## src/rtl/rgb_pkg.sv

```systemverilog
// Shared types for the retirement guard buffer.
package rgb_pkg;
    // Per-entry event decode: bit 1 is a retire hit, bit 0 a leading-load hit.
    typedef enum logic [1:0] {
        EV_NONE = 2'b00,
        EV_INC  = 2'b01,
        EV_DEC  = 2'b10,
        EV_BOTH = 2'b11
    } ev_e;
endpackage

```

## src/rtl/rgb_match.sv

```systemverilog
// Associative compare of one query address against all entries.
// Assumes at most one valid entry holds any given address.
module rgb_match #(
    parameter int DEPTH  = 16,
    parameter int ADDR_W = 26
) (
    input  logic                          clk,
    input  logic                          rst_n,
    input  logic                          en_i,
    input  logic [ADDR_W-1:0]             query_i,
    input  logic [DEPTH-1:0]              valid_i,
    input  logic [DEPTH-1:0][ADDR_W-1:0]  addr_i,
    output logic [DEPTH-1:0]              hit_o
);
    // One comparator per entry.
    for (genvar g = 0; g < DEPTH; g++) begin : g_cmp
        assign hit_o[g] = en_i && valid_i[g] && (addr_i[g] == query_i);
    end

    // No address may be tracked twice.
    p_unique_hit_r2: assert property (@(posedge clk) disable iff (!rst_n)
        $onehot0(hit_o));
endmodule

```

## src/rtl/rgb_alloc.sv

```systemverilog
// Picks the lowest-index free entry for a new address and reports fullness.
// Assumes the request is raised only for addresses that are not tracked.
module rgb_alloc #(
    parameter int DEPTH = 16
) (
    input  logic             clk,
    input  logic             rst_n,
    input  logic [DEPTH-1:0] valid_i,
    input  logic             req_i,
    output logic [DEPTH-1:0] grant_o,
    output logic             full_o
);
    logic [DEPTH-1:0] first_free;
    logic             found;

    // Priority scan for the first free slot.
    always_comb begin
        first_free = '0;
        found      = 1'b0;
        for (int i = 0; i < DEPTH; i++) begin
            if (!valid_i[i] && !found) begin
                first_free[i] = 1'b1;
                found         = 1'b1;
            end
        end
    end

    // Grant only when requested and a slot exists.
    always_comb begin
        grant_o = (req_i && found) ? first_free : '0;
        full_o  = !found;
    end

    // An allocation never lands on an occupied entry.
    p_alloc_free_r7: assert property (@(posedge clk) disable iff (!rst_n)
        ((grant_o & valid_i) == '0) && $onehot0(grant_o));
endmodule

```

## src/rtl/rgb_entry.sv

```systemverilog
// One tracked block: address, valid bit and outstanding-retire count.
// Assumes alloc_i targets only an invalid entry, and inc_i/dec_i only a valid one.
module rgb_entry
    import rgb_pkg::*;
#(
    parameter int ADDR_W = 26,
    parameter int CNT_W  = 4
) (
    input  logic              clk,
    input  logic              rst_n,
    input  logic              alloc_i,
    input  logic              inc_i,
    input  logic              dec_i,
    input  logic [ADDR_W-1:0] addr_i,
    output logic              valid_o,
    output logic [ADDR_W-1:0] addr_o,
    output logic [CNT_W-1:0]  cnt_o
);
    localparam logic [CNT_W-1:0] CNT_MAX = '1;
    localparam logic [CNT_W-1:0] CNT_ONE = CNT_W'(1);

    ev_e ev;
    assign ev = ev_e'({dec_i, inc_i});

    // Entry state update: claim, count up, count down or release.
    always_ff @(posedge clk) begin
        if (!rst_n) begin
            valid_o <= 1'b0;
            addr_o  <= '0;
            cnt_o   <= '0;
        end else if (alloc_i) begin
            valid_o <= 1'b1;
            addr_o  <= addr_i;
            cnt_o   <= CNT_ONE;
        end else if (valid_o) begin
            case (ev)
                EV_INC: begin
                    if (cnt_o != CNT_MAX) cnt_o <= cnt_o + CNT_ONE;
                end
                EV_DEC: begin
                    if (cnt_o == CNT_ONE) begin
                        valid_o <= 1'b0;
                        cnt_o   <= '0;
                    end else begin
                        cnt_o <= cnt_o - CNT_ONE;
                    end
                end
                default: ;
            endcase
        end
    end

    p_alloc_one_r2: assert property (@(posedge clk) disable iff (!rst_n)
        alloc_i |=> (valid_o && cnt_o == CNT_ONE));
    p_valid_nonzero_r4: assert property (@(posedge clk) disable iff (!rst_n)
        valid_o |-> (cnt_o != '0));
    p_pair_hold_r8: assert property (@(posedge clk) disable iff (!rst_n)
        (valid_o && inc_i && dec_i && !alloc_i) |=> $stable(cnt_o));
    p_saturate_r9: assert property (@(posedge clk) disable iff (!rst_n)
        (valid_o && cnt_o == CNT_MAX && inc_i && !dec_i) |=> (cnt_o == CNT_MAX));
endmodule

```

## src/rtl/rload_guard.sv

```systemverilog
// Top of the retirement guard buffer. Tracks block addresses with
// outstanding trailing loads and answers cache replacement requests.
// Assumes the leading pipeline stalls new-block loads while full is high.
module rload_guard #(
    parameter int DEPTH  = 16,
    parameter int ADDR_W = 26,
    parameter int CNT_W  = 4
) (
    input  logic              clk,
    input  logic              rst_n,
    input  logic              lead_vld,
    input  logic [ADDR_W-1:0] lead_addr,
    input  logic              trail_vld,
    input  logic [ADDR_W-1:0] trail_addr,
    input  logic              repl_vld,
    input  logic [ADDR_W-1:0] repl_addr,
    output logic              repl_grant,
    output logic              repl_defer,
    output logic              full
);
    logic [DEPTH-1:0]              valid_vec;
    logic [DEPTH-1:0][ADDR_W-1:0]  addr_arr;
    logic [DEPTH-1:0][CNT_W-1:0]   cnt_arr;
    logic [DEPTH-1:0]              lead_hit_vec;
    logic [DEPTH-1:0]              trail_hit_vec;
    logic [DEPTH-1:0]              repl_hit_vec;
    logic [DEPTH-1:0]              busy_vec;
    logic [DEPTH-1:0]              alloc_vec;
    logic                          lead_new;
    logic                          repl_busy;

    rgb_match #(.DEPTH(DEPTH), .ADDR_W(ADDR_W)) u_lead_match (
        .clk(clk), .rst_n(rst_n), .en_i(lead_vld), .query_i(lead_addr),
        .valid_i(valid_vec), .addr_i(addr_arr), .hit_o(lead_hit_vec));

    rgb_match #(.DEPTH(DEPTH), .ADDR_W(ADDR_W)) u_trail_match (
        .clk(clk), .rst_n(rst_n), .en_i(trail_vld), .query_i(trail_addr),
        .valid_i(valid_vec), .addr_i(addr_arr), .hit_o(trail_hit_vec));

    rgb_match #(.DEPTH(DEPTH), .ADDR_W(ADDR_W)) u_repl_match (
        .clk(clk), .rst_n(rst_n), .en_i(repl_vld), .query_i(repl_addr),
        .valid_i(valid_vec), .addr_i(addr_arr), .hit_o(repl_hit_vec));

    // A leading load needs a new entry only when nothing matches.
    assign lead_new = lead_vld && (lead_hit_vec == '0);

    rgb_alloc #(.DEPTH(DEPTH)) u_alloc (
        .clk(clk), .rst_n(rst_n), .valid_i(valid_vec), .req_i(lead_new),
        .grant_o(alloc_vec), .full_o(full));

    for (genvar g = 0; g < DEPTH; g++) begin : g_ent
        rgb_entry #(.ADDR_W(ADDR_W), .CNT_W(CNT_W)) u_ent (
            .clk(clk), .rst_n(rst_n),
            .alloc_i(alloc_vec[g]), .inc_i(lead_hit_vec[g]),
            .dec_i(trail_hit_vec[g]), .addr_i(lead_addr),
            .valid_o(valid_vec[g]), .addr_o(addr_arr[g]), .cnt_o(cnt_arr[g]));
        assign busy_vec[g] = |cnt_arr[g];
    end

    // Replacement answer from the current (pre-edge) state.
    always_comb begin
        repl_busy  = |(repl_hit_vec & busy_vec);
        repl_grant = repl_vld && !repl_busy;
        repl_defer = repl_vld && repl_busy;
    end

    p_resp_excl_r10: assert property (@(posedge clk) disable iff (!rst_n)
        repl_vld ? (repl_grant ^ repl_defer) : !(repl_grant || repl_defer));
    p_no_alloc_full_r7: assert property (@(posedge clk) disable iff (!rst_n)
        full |-> (alloc_vec == '0));
    p_full_all_used_r7: assert property (@(posedge clk) disable iff (!rst_n)
        full == (valid_vec == '1));
endmodule

```

## config.mk

```make
export PLATFORM = sky130hd
export DESIGN_NAME = rload_guard
export DESIGN_NICKNAME = d
export VERILOG_FILES = /design/src/rtl/rgb_pkg.sv /design/src/rtl/rgb_match.sv /design/src/rtl/rgb_alloc.sv /design/src/rtl/rgb_entry.sv /design/src/rtl/rload_guard.sv
export SDC_FILE = /design/constraint.sdc
export NUM_CORES = 2
export LEC_CHECK = 0
export CAP_MARGIN = 20
export CORE_MARGIN = 2
export CORE_UTILIZATION = 50
export CTS_CLUSTER_DIAMETER = 80
export DETAILED_ROUTE_END_ITERATION = 12
export PLACE_DENSITY = 0.69
export SLEW_MARGIN = 20
export SYNTH_ARGS = -nofsm -noshare
export SYNTH_HDL_FRONTEND = slang
export SYNTH_SLANG_ARGS = --single-unit
```

## constraint.sdc

```tcl
create_clock -name clk -period 4.18 [get_ports clk]
set_input_delay 1.254 -clock clk [delete_from_list [all_inputs] [get_ports clk]]
set_output_delay 1.254 -clock clk [all_outputs]
set_load 0.005 [all_outputs]
```

==> flow_metrics.py <==
metrics = {
    "cts": {
        "cts_buffers": 60,
        "worstSkewPairLatency_ns": 0.66,
        "clk_path_buf_depth": 3,
        "cts_tree": "built",
        "cts-hold-fix-buffers": 0,
        "h-tree-depth": 2,
        "path_clk_slew_ns": 0.06,
        "cts-root-buf": "clkbuf_16",
        "cts.sinks": 496,
    },
    "finish": {
        "final_area_um2": 47400,
        "regArea_um2": 9940,
        "multi_input_area_um2": 24800,
        "utilization": 0.664,
        "final_nets": 4943,
        "fillCellCount": 5961,
        "drive_gt1_frac": 0.230,
        "syn_to_final_growth_pct": 31.4,
    },
    "grt": {
        "grt_pass1_vias": 34600,
        "grt_util_met1": 0.671,
        "globalRouteMet3Util": 0.204,
        "grt_max_degree": 111,
        "met2_usage": 0.701,
        "antenna_found_initial": 9,
        "grtUsageTotal": 0.517,
        "grt_pass1_wl_um": 269000,
        "top_usage_layer": "met2",
        "grt-ovfl-total": 0,
    },
    "detailed_routing": {
        "wl_um": 200000,
        "vias_per_cell": 6.44,
        "drtIter0Drc": 6338,
        "route.detailed.drc": 0,
        "postRouteAntennaNets": 0,
        "num_vias": 37400,
        "wl_per_cell_um": 34.4,
        "drt_first_pass_iters": 9,
    },
    "power": {
        "p_int_uw": 9400,
        "p_switching_uw": 4050,
        "combPwrFrac": 0.196,
        "power_density_nw_per_um2": 283,
        "leakage_uw": 0.0205,
        "clkPwrFrac": 0.445,
        "vdd_drop_max_mv": 0.400,
        "sw_frac_of_total": 0.301,
        "power.total_uw": 13400,
        "seq_power_share": 0.359,
    },
    "floorplan": {
        "fp.dieW_um": 273,
        "die_h_um": 273,
        "coreArea_um2": 71500,
        "num_rows": 98,
        "start_util": 0.505,
        "ioPinCount": 86,
        "die_area_um2": 74400,
    },
    "synth": {
        "ys_warn_count": 0,
        "synth_edf_count": 0,
        "synth_cell_type_count": 85,
        "synthCells": 4115,
        "synth_nets": 4262,
        "async_flop_share": 0,
        "synthesis.area_um2": 36100,
        "ys.flop_type": "dfxtp_1",
        "ys_ff_latch": 496,
        "avgSynthCellArea_um2": 8.77,
        "synth_seq_area_share": 0.275,
    },
    "sta": {
        "max_freq_mhz": 215,
        "setup_tns_ns": -0.900,
        "relSlewSlack": 0.262,
        "setup_viol_count_final": 2,
        "post-route-period-util": 1.11,
        "finalWorstSetupSlack_ns": -0.478,
        "hold_viol_final": 0,
        "fin_crit_ns": 4.66,
        "drv_slew": 0,
        "worst_pin_slew_ns": 1.11,
        "rsz0062_at_grt": "true",
        "fin_skew_ns": 0.0236,
    },
    "placement": {
        "port_buffers": 85,
        "placed_cell_area_um2": 43800,
        "gp_congestion": 1.12,
        "dp_slack_ns": -1.53,
        "hpwl_um": 147000,
    },
    "setup_path": {
        "worstSetupStartpoint": "repl_addr[17]",
        "r2r-start": "g_ent[7].u_ent.addr_o[15]$_SDFFE_PN0P_",
        "cp-start-kind": "primary input",
        "crit_arrival_ns": 3.40,
        "required_ns": 2.93,
        "cp_max_fo": 5,
        "worstSetupPathType": "in2out",
        "end_kind": "output port",
    },
    "worst_hold_path": {
        "min-delay-start": "g_ent[3].u_ent.cnt_o[3]$_SDFFE_PP0P_",
        "hold_path_class": "reg2reg",
    },
    "status": {
        "violations": "setup timing",
        "outcome": "finished, violations left",
    },
    "run": {
        "drv_cap": 0,
    },
}
[cell usage in the layout, fill, tap and decap left out, drive strengths merged, types with 13 or more instances in the layout]
| cell | count |
|---|---|
| buf | 886 |
| nor4 | 185 |
| dfxtp | 496 |
| clkdlybuf4s50 | 25 |
| nand4 | 192 |
| a21oi | 49 |
| nand3 | 78 |
| mux2i | 429 |
| inv | 64 |
| nor3 | 53 |
| clkbuf | 99 |
| ha | 64 |
| or3 | 13 |
| or4 | 24 |
| xor2 | 587 |
| nand2 | 557 |
| a211oi | 16 |
| nor2 | 70 |
| and3 | 27 |
| o21a | 17 |
| o21ai | 20 |
| o211a | 16 |
| xnor2 | 662 |
[through the flow]
step                      std cells  hold WS, ns
after detailed placement       5604        0.493
after floorplan                4115        0.469
after global routing           5794        0.537
after CTS                      5752        0.501
final                          5801        0.498
after global placement         5604        0.485
[power groups by stage]
stage	combinational [µW]	clock (µW)	sequential [µW]
floorplan	1050	0	4910
global placement	2330	0	4930
global route	2590	6130	4820
CTS	2400	5960	4820
finish	2630	5990	4830
detailed placement	2330	0	4930
[path summary, 6_finish.rpt]
check | cells after the start | endpoint | slack (ns)
worst max register to register | 14 | g_ent[4].u_ent.addr_o[10]$_SDFFE_PN0P_ | 0.76
worst max-delay path | 11 | repl_grant | -0.48
worst min register to register | 2 | g_ent[3].u_ent.cnt_o[3]$_SDFFE_PP0P_ | 0.50
worst min-delay path | 2 | g_ent[3].u_ent.cnt_o[3]$_SDFFE_PP0P_ | 0.50
[critical path, cell delays in order]
cell and delay [ns]:
clkbuf_4 0.20, buf_12 0.17, xor2_1 0.20, nor4_1 0.07, nand3_1 0.15, nor4_4 0.09, nor4_4 0.31, nand4_1 0.28
or3_4 0.45, nor2_2 0.09, buf_2 0.11
[sequential cells by signal (all words and copies together) (netlist names)]
name / count
g_ent.u_ent.valid_o: 16
g_ent.u_ent.cnt_o: 64
g_ent.u_ent.addr_o: 416
[synth_stat cells, types with 8 or more instances]
cell / count / share of area
xnor2_1: 662 / 0.16
xor2_1: 587 / 0.14
nand2_1: 556 / 0.058
dfxtp_1: 496 / 0.28
mux2i_1: 429 / 0.12
nand4_1: 192 / 0.033
nor4_1: 179 / 0.031
clkbuf_1: 148 / 0.015
nand3_1: 76 / 0.011
buf_2: 70 / 0.0097
nor2_1: 70 / 0.0073
ha_1: 64 / 0.022
inv_1: 60 / 0.0062
buf_4: 59 / 0.012
nor3_1: 53 / 0.0073
a21oi_1: 49 / 0.0068
and3_1: 26 / 0.0045
buf_6: 25 / 0.0078
or4_1: 22 / 0.0046
o21ai_0: 20 / 0.0028
o21a_1: 17 / 0.0035
o211a_1: 16 / 0.0044
a211oi_1: 15 / 0.0031
a31oi_1: 12 / 0.0021
or3_1: 12 / 0.0021
and4_1: 11 / 0.0027
buf_1: 11 / 0.0011
a2111oi_0: 10 / 0.0024
a21o_1: 9 / 0.0019
and2_1: 9 / 0.0016
o31a_1: 9 / 0.0022
mux2_2: 8 / 0.0025
nor3b_1: 8 / 0.0017
[final cells by class]
type | count | area share
diodes | 7 | 0.000369
multi-input cells | 3246 | 0.523
clock buffers | 82 | 0.0364
well taps | 950 | 0.0251
repair buffers | 932 | 0.191
clock inverters | 28 | 0.0100
flip-flops and latches | 496 | 0.209
inverters | 60 | 0.00475
[routing by layer]
metal | up-vias | wire length (µm)
li1 | 15400 | -
met1 | 17800 | 74800
met2 | 3278 | 75600
met3 | 862 | 32300
met4 | 4 | 16700
met5 | - | 73
[kinds of logic after synthesis]
| logic type | count (synthesis) | share of synthesized area |
|---|---|---|
| compound gates | 220 | 0.0451 |
| xor+xnor | 1249 | 0.303 |
| fa+ha+maj | 64 | 0.0222 |
| buf+inv | 373 | 0.0525 |
| flops | 496 | 0.275 |
| mux | 437 | 0.121 |
| simple gates | 1276 | 0.181 |
[what timing repair did]
action | in CTS | in global routing
resized for setup | 131 | 101
gates cloned | 0 | 3
endpoints found under the setup margin | 401 | 252
pin swaps | 38 | 42
setup buffers | 41 | 42
Power figures use the tool's default switching activity.
